$ cat src/rtl/irqc_pkg.sv
// Package: shared types for the interrupt acknowledge responder.
// Assumes: nothing beyond IEEE 1800-2017 enums.
package irqc_pkg;

    // Responder state: idle, claiming the cycle, or passing the grant on.
    typedef enum logic [1:0] {
        ST_IDLE  = 2'd0,
        ST_CLAIM = 2'd1,
        ST_PASS  = 2'd2
    } resp_state_t;

endpackage

$ cat src/rtl/irqc_vector_store.sv
// Module: holds the software-written identity and captures the full
// vector {identity, cause} when the responder claims a cycle.
// Assumes: cap_en is a single-cycle strobe raised on the claim decision.
module irqc_vector_store #(
    parameter int ID_W   = 5,
    parameter int CODE_W = 3,
    localparam int VEC_W = ID_W + CODE_W
) (
    input  logic              clk,
    input  logic              rst_n,
    input  logic              id_wr,
    input  logic [ID_W-1:0]   id_wdata,
    input  logic              cap_en,
    input  logic [CODE_W-1:0] code_in,
    output logic [VEC_W-1:0]  vec_q
);

    logic [ID_W-1:0] id_q;

    // Identity register, loaded by software writes.
    always_ff @(posedge clk) begin
        if (!rst_n) begin
            id_q <= '0;
        end else if (id_wr) begin
            id_q <= id_wdata;
        end
    end

    // Vector capture at the claim decision, using the identity held before this edge.
    always_ff @(posedge clk) begin
        if (!rst_n) begin
            vec_q <= '0;
        end else if (cap_en) begin
            vec_q <= {id_q, code_in};
        end
    end

endmodule

$ cat src/rtl/irqc_grant_fsm.sv
// Module: decides once per grant whether to claim or pass, and holds that
// decision until the grant is seen released.
// Assumes: grant_n is synchronous to clk; pending is sampled only on the
// first edge that sees the grant active while idle.
module irqc_grant_fsm
    import irqc_pkg::*;
(
    input  logic clk,
    input  logic rst_n,
    input  logic grant_n,
    input  logic pending,
    output logic cap_en,
    output logic ack_n,
    output logic pass_n,
    output logic drive
);

    resp_state_t state_q, state_d;

    // Next-state choice: decide on grant arrival, return to idle on grant release.
    always_comb begin
        state_d = state_q;
        unique case (state_q)
            ST_IDLE: begin
                if (!grant_n) begin
                    state_d = pending ? ST_CLAIM : ST_PASS;
                end
            end
            ST_CLAIM, ST_PASS: begin
                if (grant_n) begin
                    state_d = ST_IDLE;
                end
            end
            default: state_d = ST_IDLE;
        endcase
    end

    // State register.
    always_ff @(posedge clk) begin
        if (!rst_n) begin
            state_q <= ST_IDLE;
        end else begin
            state_q <= state_d;
        end
    end

    // Capture strobe for the vector, raised on the claim decision edge.
    always_comb begin
        cap_en = (state_q == ST_IDLE) && !grant_n && pending;
    end

    // Output decode from the registered state.
    always_comb begin
        ack_n  = (state_q != ST_CLAIM);
        pass_n = (state_q != ST_PASS);
        drive  = (state_q == ST_CLAIM);
    end

endmodule

$ cat src/rtl/irqc_timeout_mon.sv
// Module: counts clocks while the grant is active and no acknowledge has
// come, and pulses abort once when the count reaches LIMIT.
// Assumes: LIMIT >= 2; the count clears whenever the grant is released or
// an acknowledge is seen.
module irqc_timeout_mon #(
    parameter int LIMIT = 16,
    localparam int CNT_W = $clog2(LIMIT + 1)
) (
    input  logic clk,
    input  logic rst_n,
    input  logic grant_n,
    input  logic ack_n,
    output logic abort
);

    localparam logic [CNT_W-1:0] LIM_C  = CNT_W'(LIMIT);
    localparam logic [CNT_W-1:0] LAST_C = CNT_W'(LIMIT - 1);

    logic [CNT_W-1:0] cnt_q;

    // Wait counter that saturates at the limit, plus the single-cycle abort pulse.
    always_ff @(posedge clk) begin
        if (!rst_n) begin
            cnt_q <= '0;
            abort <= 1'b0;
        end else begin
            abort <= 1'b0;
            if (grant_n || !ack_n) begin
                cnt_q <= '0;
            end else if (cnt_q != LIM_C) begin
                cnt_q <= cnt_q + 1'b1;
                if (cnt_q == LAST_C) begin
                    abort <= 1'b1;
                end
            end
        end
    end

endmodule

$ cat src/rtl/irq_chain_responder.sv
// Module: top of one device's interrupt acknowledge responder. Claims the
// cycle with its vector when a request is pending, otherwise forwards the
// grant, and optionally watches for an unanswered grant.
// Assumes: all inputs synchronous to clk; TMO_EN is set on the last device.
module irq_chain_responder #(
    parameter int ID_W      = 5,
    parameter int VEC_W     = 8,
    parameter int TMO_LIMIT = 16,
    parameter bit TMO_EN    = 1'b1,
    localparam int CODE_W   = VEC_W - ID_W
) (
    input  logic              clk,
    input  logic              rst_n,
    input  logic              id_wr,
    input  logic [ID_W-1:0]   id_wdata,
    input  logic [CODE_W-1:0] cause_code,
    input  logic              req_pending,
    input  logic              grant_in_n,
    output logic              pass_out_n,
    output logic              ack_n,
    output logic              vec_oe,
    output logic [VEC_W-1:0]  vec_out,
    output logic              abort_pulse
);

    logic             cap_en;
    logic [VEC_W-1:0] vec_q;

    irqc_vector_store #(
        .ID_W   (ID_W),
        .CODE_W (CODE_W)
    ) u_vec (
        .clk      (clk),
        .rst_n    (rst_n),
        .id_wr    (id_wr),
        .id_wdata (id_wdata),
        .cap_en   (cap_en),
        .code_in  (cause_code),
        .vec_q    (vec_q)
    );

    irqc_grant_fsm u_fsm (
        .clk     (clk),
        .rst_n   (rst_n),
        .grant_n (grant_in_n),
        .pending (req_pending),
        .cap_en  (cap_en),
        .ack_n   (ack_n),
        .pass_n  (pass_out_n),
        .drive   (vec_oe)
    );

    // Vector gating: the bus sees zeros unless the device is claiming.
    always_comb begin
        vec_out = vec_oe ? vec_q : '0;
    end

    generate
        if (TMO_EN) begin : g_tmo
            irqc_timeout_mon #(
                .LIMIT (TMO_LIMIT)
            ) u_tmo (
                .clk     (clk),
                .rst_n   (rst_n),
                .grant_n (grant_in_n),
                .ack_n   (ack_n),
                .abort   (abort_pulse)
            );
        end else begin : g_no_tmo
            assign abort_pulse = 1'b0;
        end
    endgenerate

endmodule

$ cat config.mk
export PLATFORM = sky130hd
export DESIGN_NAME = irq_chain_responder
export DESIGN_NICKNAME = d
export VERILOG_FILES = /design/src/rtl/irqc_pkg.sv /design/src/rtl/irqc_vector_store.sv /design/src/rtl/irqc_grant_fsm.sv /design/src/rtl/irqc_timeout_mon.sv /design/src/rtl/irq_chain_responder.sv
export SDC_FILE = /design/constraint.sdc
export NUM_CORES = 1
export LEC_CHECK = 0
export BUFFER_PORTS_ARGS = -buffer_cell sky130_fd_sc_hd__buf_2
export CAP_MARGIN = 25
export CORE_MARGIN = 3
export CORE_UTILIZATION = 50
export DETAILED_ROUTE_END_ITERATION = 10
export GPL_TIMING_DRIVEN = 1
export HOLD_SLACK_MARGIN = 0.12
export PLACE_DENSITY = 0.72
export SYNTH_ARGS = -nofsm -noshare
export SYNTH_HDL_FRONTEND = slang
export SYNTH_SLANG_ARGS = --single-unit
$ cat constraint.sdc
create_clock -name clk -period 1.6 [get_ports clk]
set_input_delay 0.32 -clock clk [delete_from_list [all_inputs] [get_ports clk]]
set_output_delay 0.32 -clock clk [all_outputs]
set_load 0.01 [all_outputs]
== Word level (Yosys, flattened, before mapping) ==
Index checks and enable logic that the tools add are counted.

* Bits in registers: 21
* Input bits: 13
* Word-level logic and storage cells: 32
* Output and inout bits: 12

* Reduce and logical (&&, ||, !) cells: 10
* Equality and inequality tests: 8
* $add $sub $neg: 1
* Muxes and demuxes: 6
* Bitwise gates (word level): 2

{| class="wikitable"
|+ Operator list
! kind !! count
|-
| 8-bit 2-to-1 mux || 1
|-
| 2-bit 2-to-1 mux || 3
|-
| 2-bit inequality test, second input constant || 3
|-
| 5-bit by 1-bit adder with 5-bit output, second input constant || 1
|-
| 5-bit by 4-bit equality test with 1-bit output, second input constant || 1
|-
| 5-bit inequality test, second input constant || 1
|-
| 2-bit case mux with 2 select lines || 1
|-
| 2-bit OR reduction || 2
|-
| 3-bit OR reduction || 1
|-
| 2-bit by 1-bit equality test with 1-bit output, second input constant || 1
|-
| 2-bit equality test, second input constant || 1
|-
| 1-bit logical AND || 2
|-
| 1-bit zero test || 2
|-
| 2-bit zero test || 1
|-
| 2-bit by 1-bit inequality test with 1-bit output, second input constant || 1
|-
| 1-bit NOT || 2
|-
| 2-bit AND reduction || 1
|-
| 1-bit logical OR || 1
|-
| 1-bit 2-to-1 mux || 1
|}

== Longest topological paths before layout ==
Gate-level depths: netlist of run 1.

* Depth in word-level cells: 4
* Depth in mapped cells: 6
* Mapped depth without buffers: 5

== Hierarchy ==
From an unflattened synthesis of run 1, not the netlist that was laid out.

* Cell total of the unflattened synthesis: 98
* Area total of the unflattened synthesis: 1031.0 um^2

{| class="wikitable"
|+ By module, submodules not included
! module !! area each (um^2) !! times used !! cells each
|-
| irqc_vector_store || 495.5 || 1 || 42
|-
| irqc_timeout_mon || 325.3 || 1 || 31
|-
| irqc_grant_fsm || 160.2 || 1 || 17
|-
| irq_chain_responder || 50.0 || 1 || 8
|}

== Worst setup path after synthesis of run 1 ==
Ideal clock, no wire load.

* Path type: register to register
* Start point: register u_fsm.state_q[1]
* End point: register g_tmo.u_tmo.cnt_q[2]
* Library setup time: 0.064 ns
* Clock period less this slack: 1.491 ns
* Cell stages (with the launch flop): 6
* Setup slack: 0.109 ns
* Arrival: 1.427 ns
* Cells stage by stage: dfxtp_1 inv_1 ha_1 or3b_4 or2_1 nor2_1

* Longest elaborated chain between the ends: 4

{| class="wikitable"
|+ RTL lines
! item !! line !! text
|-
| from (decl) || irqc_grant_fsm.sv:18 || <nowiki>resp_state_t state_q, state_d;</nowiki>
|-
| from (signal assigned) || irqc_grant_fsm.sv:43 || <nowiki>state_q <= state_d;</nowiki>
|-
| 2-bit by 1-bit inequality test with 1-bit output || irqc_grant_fsm.sv:54 || <nowiki>ack_n = (state_q != ST_CLAIM);</nowiki>
|-
| 1-bit zero test || irqc_timeout_mon.sv:28 || <nowiki>if (grant_n || !ack_n) begin</nowiki>
|-
| 1-bit logical OR || irqc_timeout_mon.sv:28 ||
|-
| 2-bit OR reduction (no source line) || - ||
|-
| to (signal assigned) || irqc_timeout_mon.sv:31 || <nowiki>cnt_q <= cnt_q + 1'b1;</nowiki>
|-
| to (decl) || irqc_timeout_mon.sv:19 || <nowiki>logic [CNT_W-1:0] cnt_q;</nowiki>
|}

No other way between the ends.
A chain may end at the register's enable or synchronous reset.

== Final worst setup path of run 1 ==
* Start point: register u_fsm.state_q[1]
* End point: output port vec_out[5]

* Longest elaborated chain between the ends: 2

{| class="wikitable"
|+ RTL lines
! item !! line !! text
|-
| 2-bit by 1-bit equality test with 1-bit output || irqc_grant_fsm.sv:56 || <nowiki>drive = (state_q == ST_CLAIM);</nowiki>
|-
| 8-bit 2-to-1 mux || irq_chain_responder.sv:55 || <nowiki>vec_out = vec_oe ? vec_q : '0;</nowiki>
|-
| to (decl) || irq_chain_responder.sv:22 || <nowiki>output logic [VEC_W-1:0] vec_out,</nowiki>
|}

No other way between the ends.

==> results of run 1 <==
-- area by class of cell --
type	count	area, µm²
multi-input combinational	63	510.5
sequential	21	422.9
timing repair buffer	27	142.6
inverter	9	33.78
fill	175	614.3
clock inverter	1	5.005
tap	25	31.28
clock buffer	3	22.52
-- cell usage after synthesis, drive strengths merged --
master / n / share of area [%]
mux2i: 14 / 15
buf: 1 / 0.52
nor4bb: 1 / 1.0
or3b: 1 / 1.2
dfxtp: 21 / 44
ha: 6 / 7.8
xor2: 1 / 0.91
xnor2: 2 / 1.8
mux2: 1 / 1.2
clkbuf: 2 / 0.78
nand3: 1 / 0.52
nor2: 5 / 1.9
and2: 8 / 5.2
nor4b: 1 / 0.91
and4bb: 1 / 1.3
and3: 1 / 0.65
inv: 9 / 3.5
nor2b: 15 / 9.7
nand3b: 1 / 0.78
or2: 1 / 0.65
a21oi: 3 / 1.6
-- layer usage --
layer  up-vias  global-route usage (%)
met5         -                       0
met1       303                   19.59
met2        17                   24.89
li1        365                       -
met3         2                   4.532
met4         0                   8.295
-- worst max-delay path: cells and delay by family (launching register included) --
kind | cells | cell delay, ns
flip-flops | 1 | 0.34
adder cells (fa/ha/maj) | 1 | 0.20
AND/OR/NAND/NOR | 1 | 0.16
buffers and inverters | 2 | 0.20
-- sequential cells by signal, indices dropped and copies added (netlist names) --
| signal | count |
|---|---|
| u_fsm.state_q | 2 |
| u_vec.vec_q | 8 |
| g_tmo.u_tmo.abort | 1 |
| g_tmo.u_tmo.cnt_q | 5 |
| u_vec.id_q | 5 |
-- stage by stage --
| stage | cell area [µm²] | power [mW] | hold slack, ns |
|---|---|---|---|
| after detailed placement | 1126 | 0.7101 | 0.4990 |
| after CTS | 1167 | 0.9617 | 0.2641 |
| after global routing | 1169 | 1.004 | 0.2689 |
| after floorplan | 964.7 | 0.6602 | 0.4482 |
| after global placement | 1126 | 0.7028 | 0.4883 |
| final | 1169 | 0.9525 | 0.2644 |
-- repair_timing --
| item | CTS | global route |
|---|---|---|
| hold endpoints to repair | 0 | 0 |
| setup buffers | 1 | 0 |
| setup endpoints to repair | 9 | 1 |
| resized for setup | 3 | 1 |
-- worst paths after layout --
path,startpoint,to,cells past startpoint,slack [ns]
min,cause_code[2],u_vec.vec_q[2],3,0.26
max,u_fsm.state_q[1],vec_out[5],4,0.09
min reg2reg,u_vec.id_q[2],u_vec.vec_q[5],2,0.52
max reg2reg,u_fsm.state_q[1],g_tmo.u_tmo.cnt_q[3],5,0.16
-- cells by family after synthesis --
family,count (synthesis)
compound gates,3
xor+xnor,3
fa+ha+maj,6
buf+inv,12
flops,21
mux,15
simple gates,36
-- report_power, final --
group / internal (mW) / total (mW) / switching (mW)
logic: 0.0762 / 0.144 / 0.0676
clock network: 0.0930 / 0.250 / 0.157
registers: 0.546 / 0.558 / 0.0126
total: 0.715 / 0.952 / 0.238
-- cells in the final DEF, fill, tap and decap left out, drive strengths merged --
cell type	netlist	layout
and3	1	1
mux2	1	1
nor2	5	5
clkbuf	2	3
and4bb	1	1
nand3	1	1
nor2b	15	15
nor4bb	1	1
nand3b	1	1
or3b	1	1
mux2i	14	14
nor4b	1	1
xor2	1	1
a21oi	3	3
clkinv	0	1
buf	1	27
dfxtp	21	21
inv	9	9
ha	6	6
or2	1	1
and2	8	8
xnor2	2	2
==> reports/metrics.cfg, run 1 <==
[outcome]
outcome=finished clean

[sta]
rsz0062_at_grt=false
fin_ws_ns=0.08871
slew_viol_final=0
finClkSkew_ns=0.01090
timing.fmax_ghz=0.6617
relSlewSlack_pct=81.18
period_minus_slack_ns=1.511
tns_ns=0
setup_viol=0
finalHoldViolCount=0
timing.final.crit_share_pct=94.46
max_slew.worst_pin.slew_ns=0.2784

[placement]
preCtsSetupSlack_ns=0.1564
placed_cells=145
io_buffers=24
routabilityCongestion=0.6896
dp_hpwl_um=1317

[grt]
grt_max_degree=16
track_usage_pct=15.89
antenna_found_initial=0
first_global_vias=688
globalRouteOverflowTotal=0
grt_pass1_wl_um=2980

[route]
wl_met3_um=93
drt_iter0_markers=1
wl_met2_um=738
wl_per_cell_um=11.18
firstDrtPassIters=3
wirelength_um=1666
final_antenna_net_count=0
drt-met1-wl_um=816
dr_total_vias=687
highest_layer=met4
drc=0
viasPerCell=4.611

[critical_path]
crit_required_ns=1.28
crit_type=reg -> out
crit_arrival_ns=1.19
worst_path_largest_cell_delay_ns=0.34
cp-end-kind=output port
critPathMaxFanout=11
slowest_stage=dfxtp_2
cp-start-kind=flop
worstPathCellList=inv_1 -> ha_4 -> and2_1 -> buf_2

[synthesis]
syn_inst=96
ys_types=21
ys_seq_area_share_pct=43.58
syn-cell-area_um2=964.7
synthSimpleGateAreaFrac_pct=23.87
synthAdderAreaFrac_pct=7.782
ys.warnings.count=0
synth_top_family_by_area=simple AND/OR/NAND/NOR gates
muxShareOfSynthArea_pct=15.69
synth_compound_area_share_pct=1.556
syn-num-nets=115
syn_area_per_cell_um2=10.05
synth_seq_cells=21
synthXorXnorAreaFrac_pct=2.724

[power_and_ir_drop]
leakage_nw=0.5524
p_per_area_mw_per_mm2=815.0
ir_drop_mv=0.5806

[floorplan]
fp.dieH_um=49.93
start_util_pct=54.11
core_area_mm2=0.001783
die_x_um=49.93
dieArea_mm2=0.002493
ios=25
rows=15

[cts]
postCtsHoldBufs=0
numCtsBuffers=3
clk_latency_ns=0.30
cts-root-buf=clkbuf_4
clkSlewWorstSetupHoldPaths_ns=0.12
cts_tree=done
cts.sinks=21
clock_path_buffers=2
h-tree-depth=1

[final_layout]
area_growth_pct=21.14
final_nets=144
utilization_pct=65.54
diodes=0
stdcell_count=149
layout-drive-gt1-share_pct=29.03

[run]
maxCapViolations=0

[min_path]
min_path_type=in -> reg

(Power assumes the default switching activity.)
==> run 2: changes to the inputs <==
--- a/config.mk
+++ b/config.mk
@@ -8,11 +8,11 @@
 export BUFFER_PORTS_ARGS = -buffer_cell sky130_fd_sc_hd__buf_2
 export CAP_MARGIN = 25
 export CORE_MARGIN = 3
-export CORE_UTILIZATION = 50
+export CORE_UTILIZATION = 45
 export DETAILED_ROUTE_END_ITERATION = 10
 export GPL_TIMING_DRIVEN = 1
 export HOLD_SLACK_MARGIN = 0.12
-export PLACE_DENSITY = 0.72
+export PLACE_DENSITY = 0.68
 export SYNTH_ARGS = -nofsm -noshare
 export SYNTH_HDL_FRONTEND = slang
 export SYNTH_SLANG_ARGS = --single-unit
==> constraint.sdc (replaced) <==
create_clock -name clk -period 1.3 [get_ports clk]
set_input_delay 0.26 -clock clk [delete_from_list [all_inputs] [get_ports clk]]
set_output_delay 0.26 -clock clk [all_outputs]
set_load 0.01 [all_outputs]
==> reports/metrics.cfg, run 2 (synthesized netlist as in run 1, its figures left out) <==
[grt]
antenna_found_initial=0
first_global_vias=645
grt_pass1_wl_um=2815
globalRouteOverflowTotal=0
grt_max_degree=16
track_usage_pct=13.88

[critical_path]
crit_required_ns=1.04
rr_endpoint=g_tmo.u_tmo.cnt_q[2]
startpoint=u_fsm.state_q[1]
crit_arrival_ns=1.23
reg2reg_slack_ns=-0.14
crit_type=reg -> out
cp-end-kind=output port
cp-start-kind=flop
crit_end=vec_out[5]
worstReg2RegStart=u_fsm.state_q[1]
rr_worst_depth=6
critPathMaxFanout=5

[floorplan]
die_x_um=52.30
ios=25
dieArea_mm2=0.002735
rows=16
fp.dieH_um=52.30
start_util_pct=48.19
core_area_mm2=0.002002

[final_layout]
final_common_cell=dfxtp_1
regArea_um2=426.7
mostFrequentLayoutCells=dfxtp_1, buf_2, nor2b_1
final_nets=150
diodes=0
multi_input_area_um2=608.1
reg_top3=u_vec.vec_q (8), g_tmo.u_tmo.cnt_q (5), u_vec.id_q (5)
stdcell_count=157
utilization_pct=69.44
fillers=153
layout-drive-gt1-share_pct=50.77
area_growth_pct=44.10
top_register=u_vec.vec_q
largest_reg_flops=8

[sta]
slew_viol_final=0
max_slew.worst_pin.slew_ns=0.2094
period_minus_slack_ns=1.485
relSlewSlack_pct=85.76
timing.fmax_ghz=0.6733
hold_ws_ns=0.2204
timing.final.crit_share_pct=114.2
fin_ws_ns=-0.1852
setup_viol=27
finClkSkew_ns=0.004087
finalHoldViolCount=0
rsz0062_at_grt=true

[cts]
numCtsBuffers=3
clk_latency_ns=0.29
cts_tree=done
clock_path_buffers=2
h-tree-depth=1
postCtsHoldBufs=0
clkSlewWorstSetupHoldPaths_ns=0.10
cts-root-buf=clkbuf_4
cts.sinks=21

[route]
wl_per_cell_um=11.34
firstDrtPassIters=3
dr_total_vias=718
viasPerCell=4.573
final_antenna_net_count=0
wirelength_um=1780
drt_iter0_markers=4
drc=0

[power_and_ir_drop]
leakage_nw=0.6225
ir_drop_mv=0.5843
p_per_area_mw_per_mm2=903.9
power_mw=1.256

[placement]
placed_cells=149
io_buffers=24
dp_hpwl_um=1247
routabilityCongestion=0.7155
preCtsSetupSlack_ns=-0.05085

[outcome]
violations=negative setup slack
outcome=finished with violations

[run]
maxCapViolations=0

[min_path]
min_path_type=in -> reg

## run 2: cell types whose count changed in the layout (fill, tap and decap cells not counted), moves of 3 or more
cell	previous run	this run
nor2_1	5	2
a21oi_1	3	0
inv_2	0	4
and2_1	8	1
inv_1	9	5
buf_2	24	16
buf_6	0	11
a21oi_2	0	3
and2_4	0	7
## run 2: through the flow
step / setup TNS (ns) / area [µm²]
after floorplan: -0.01182 / 979.7
after global placement: 0 / 1171
after detailed placement: -0.1202 / 1171
after CTS: -1.874 / 1328
after global routing: -3.533 / 1390
final: -2.206 / 1390
## run 2: worst min path at each step
| stage | startpoint | endpoint | slack (ns) | depth (start not counted) |
|---|---|---|---|---|
| 3_5_place_dp | u_vec.vec_q[0] | u_vec.vec_q[0] | 0.50 | 2 |
| 6_report | cause_code[0] | u_vec.vec_q[0] | 0.22 | 3 |
| 4_1_cts | cause_code[0] | u_vec.vec_q[0] | 0.21 | 3 |
| 5_1_grt | cause_code[0] | u_vec.vec_q[0] | 0.22 | 3 |
| 2_1_floorplan | rst_n | u_fsm.state_q[0] | 0.39 | 1 |
| 3_3_place_gp | u_vec.vec_q[1] | u_vec.vec_q[1] | 0.49 | 2 |
## run 2: cell type report
type	count	area share, %
repair buffers	33	18.81
clock buffers	4	1.890
flip-flops and latches	21	30.69
inverters	9	2.430
multi-input cells	63	43.74
well taps	27	2.430
## run 2: layer usage
metal	up-vias	part of all wire, %	wire length, µm	track usage (%)
met5	-	0	0	0
met4	0	0.67	12	5.106
met3	2	4.3	77	2.564
met2	16	44	787	22.31
met1	320	51	902	18.29
li1	380	-	-	-
## run 2: worst max-delay path, cell delays in order (launching register included)
cell     delay (ns)
dfxtp_2        0.35
inv_2          0.05
ha_4           0.16
buf_6          0.13
and2_4         0.13
buf_6          0.11
## run 2: report_power, final
part           switching [mW]  total (mW)  leakage, nW  internal (mW)
sequential             0.0186       0.690        0.173          0.671
clock                   0.174       0.293       0.0150          0.119
combinational           0.116       0.273        0.435          0.158
total                   0.308        1.26        0.622          0.948
## run 2: what timing repair did
item                                    4_1_cts  5_1_grt
buffers inserted                              3        3
gates cloned                                  1        0
endpoints found under the setup margin       21       27
pin swaps                                    13        5
gates resized for setup                      24       18
endpoints found under the hold margin         0        0
==> run 3: changes to the inputs <==
--- a/config.mk
+++ b/config.mk
@@ -7,12 +7,13 @@
 export LEC_CHECK = 0
 export BUFFER_PORTS_ARGS = -buffer_cell sky130_fd_sc_hd__buf_2
 export CAP_MARGIN = 25
+export CORE_ASPECT_RATIO = 1.75
 export CORE_MARGIN = 3
-export CORE_UTILIZATION = 45
+export CORE_UTILIZATION = 35
 export DETAILED_ROUTE_END_ITERATION = 10
 export GPL_TIMING_DRIVEN = 1
 export HOLD_SLACK_MARGIN = 0.12
-export PLACE_DENSITY = 0.68
+export PLACE_DENSITY = 0.55
 export SYNTH_ARGS = -nofsm -noshare
 export SYNTH_HDL_FRONTEND = slang
 export SYNTH_SLANG_ARGS = --single-unit
==> reports/metrics.cfg, run 3 (synthesized netlist as in run 1, its figures left out) <==
[route]
wl_per_cell_um=12.48
final_antenna_net_count=0
drc=0
wirelength_um=1959
drt_iter0_markers=13
dr_total_vias=734
firstDrtPassIters=3
viasPerCell=4.675

[sta]
finalHoldViolCount=0
rsz0062_at_grt=true
setup_viol=24
hold_ws_ns=0.2533
period_minus_slack_ns=1.442
timing.fmax_ghz=0.6937
timing.final.crit_share_pct=110.9
fin_ws_ns=-0.1416
max_slew.worst_pin.slew_ns=0.2800
finClkSkew_ns=0.003755
slew_viol_final=0
tns_ns=-2.168
relSlewSlack_pct=81.28

[final_layout]
top_register=u_vec.vec_q
mostFrequentLayoutCells=dfxtp_1, buf_6, nor2b_1
stdcell_count=157
area_growth_pct=47.47
reg_top3=u_vec.vec_q (8), g_tmo.u_tmo.cnt_q (5), u_vec.id_q (5)
layout-drive-gt1-share_pct=49.62
final_nets=151
final_cell_area_mm2=0.001423
final_common_cell=dfxtp_1
largest_reg_flops=8
diodes=0

[grt]
grt_pass1_wl_um=3312
antenna_found_initial=0
track_usage_pct=13.34
grt_max_degree=16
first_global_vias=777
globalRouteOverflowTotal=0

[floorplan]
core_area_mm2=0.002552
start_util_pct=37.79
dieArea_mm2=0.003447
fp.dieH_um=75.45
ios=25
rows=24
die_x_um=45.69

[placement]
placed_cells=149
placed_cell_area_mm2=0.001177
routabilityCongestion=0.6889
dp_hpwl_um=1421
io_buffers=24

[cts]
h-tree-depth=1
cts-root-buf=clkbuf_8
clk_latency_ns=0.26
cts_tree=done
postCtsHoldBufs=0
numCtsBuffers=3
clkSlewWorstSetupHoldPaths_ns=0.07
clock_path_buffers=2
cts.sinks=21

[critical_path]
crit_type=reg -> out
path_common_cell=buf_6
worst_path_largest_cell_delay_ns=0.34
rr_worst_depth=8
crit_end=vec_out[2]
critPathBufInv=3
reg2reg_slack_ns=-0.10
cp.depth=5
crit_arrival_ns=1.18
rr_endpoint=u_vec.vec_q[2]
slowest_stage=dfxtp_2
crit_required_ns=1.04
startpoint=u_fsm.state_q[1]
cp_top_family=flip-flops
worstPathCellList=inv_2 -> ha_4 -> buf_6 -> and2_4 -> buf_6
critPathMaxFanout=5
cp-end-kind=output port
worstReg2RegStart=u_fsm.state_q[1]
cp-start-kind=flop

[power_and_ir_drop]
p_sw_share_pct=24.15
intPower_mw=1.050
leakage_nw=0.6349
p_per_area_mw_per_mm2=973.3
power_mw=1.385
ir_drop_mv=0.5387
clkPwrFrac_pct=30.5
seqPwrFrac_pct=49.8
combPwrFrac_pct=19.7
p_sw_uw=334.4

[outcome]
outcome=finished with violations
violations=negative setup slack

[run]
maxCapViolations=0

[min_path]
min_path_type=in -> reg

-- run 3: worst min path at each step --
| stage | slack, ns | endpoint | from | depth (start not counted) |
|---|---|---|---|---|
| 6_report | 0.25 | u_vec.vec_q[0] | cause_code[0] | 3 |
| 5_1_grt | 0.26 | u_vec.vec_q[2] | cause_code[2] | 3 |
| 4_1_cts | 0.25 | u_vec.vec_q[0] | cause_code[0] | 3 |
| 3_5_place_dp | 0.50 | u_vec.vec_q[3] | u_vec.vec_q[3] | 2 |
| 3_3_place_gp | 0.49 | u_vec.vec_q[6] | u_vec.vec_q[6] | 2 |
| 2_1_floorplan | 0.39 | u_fsm.state_q[0] | rst_n | 1 |
-- run 3: layout make-up --
class / count / area [µm²]
fillers: 236 / 1130
multi-input cells: 63 / 586.8
flip-flops and latches: 21 / 426.7
repair buffers: 34 / 295.3
clock buffers: 4 / 45.04
inverters: 9 / 36.28
well taps: 26 / 32.53
-- run 3: routing by layer --
metal | vias up | global-route usage (%) | routed length [µm]
li1 | 380 | - | -
met1 | 335 | 14.24 | 719
met2 | 15 | 23.64 | 1139
met3 | 4 | 2.128 | 63
met4 | 0 | 7.818 | 38
met5 | - | 0 | 0
-- run 3: per-stage QoR --
stage          util (%)  worst slack (ns)
2_1_floorplan         -          -0.01182
3_3_place_gp      46.13          0.002521
3_5_place_dp      46.13          -0.03300
4_1_cts           51.52           -0.1684
5_1_grt           55.74           -0.1764
6_report          55.74           -0.1416
-- run 3: worst reg2reg max path, cell delays in order (launching register included) --
cell      delay [ns]
dfxtp_2         0.34
inv_2           0.05
buf_4           0.13
buf_6           0.11
ha_4            0.15
nand3b_1        0.12
buf_12          0.15
mux2i_1         0.19
nor2b_1         0.06
-- run 3: what timing repair did --
item / CTS / global route
gates cloned: 1 / 0
setup buffers: 1 / 2
gates resized for setup: 17 / 26
pin swaps: 9 / 6
setup endpoints to repair: 17 / 25
-- run 3: power by group through the flow --
stage | clock, mW | combinational, mW | sequential [mW]
5_1_grt | 0.463 | 0.299 | 0.694
3_3_place_gp | 0 | 0.189 | 0.701
3_5_place_dp | 0 | 0.197 | 0.702
2_1_floorplan | 0 | 0.120 | 0.699
4_1_cts | 0.441 | 0.238 | 0.687
6_report | 0.423 | 0.272 | 0.690
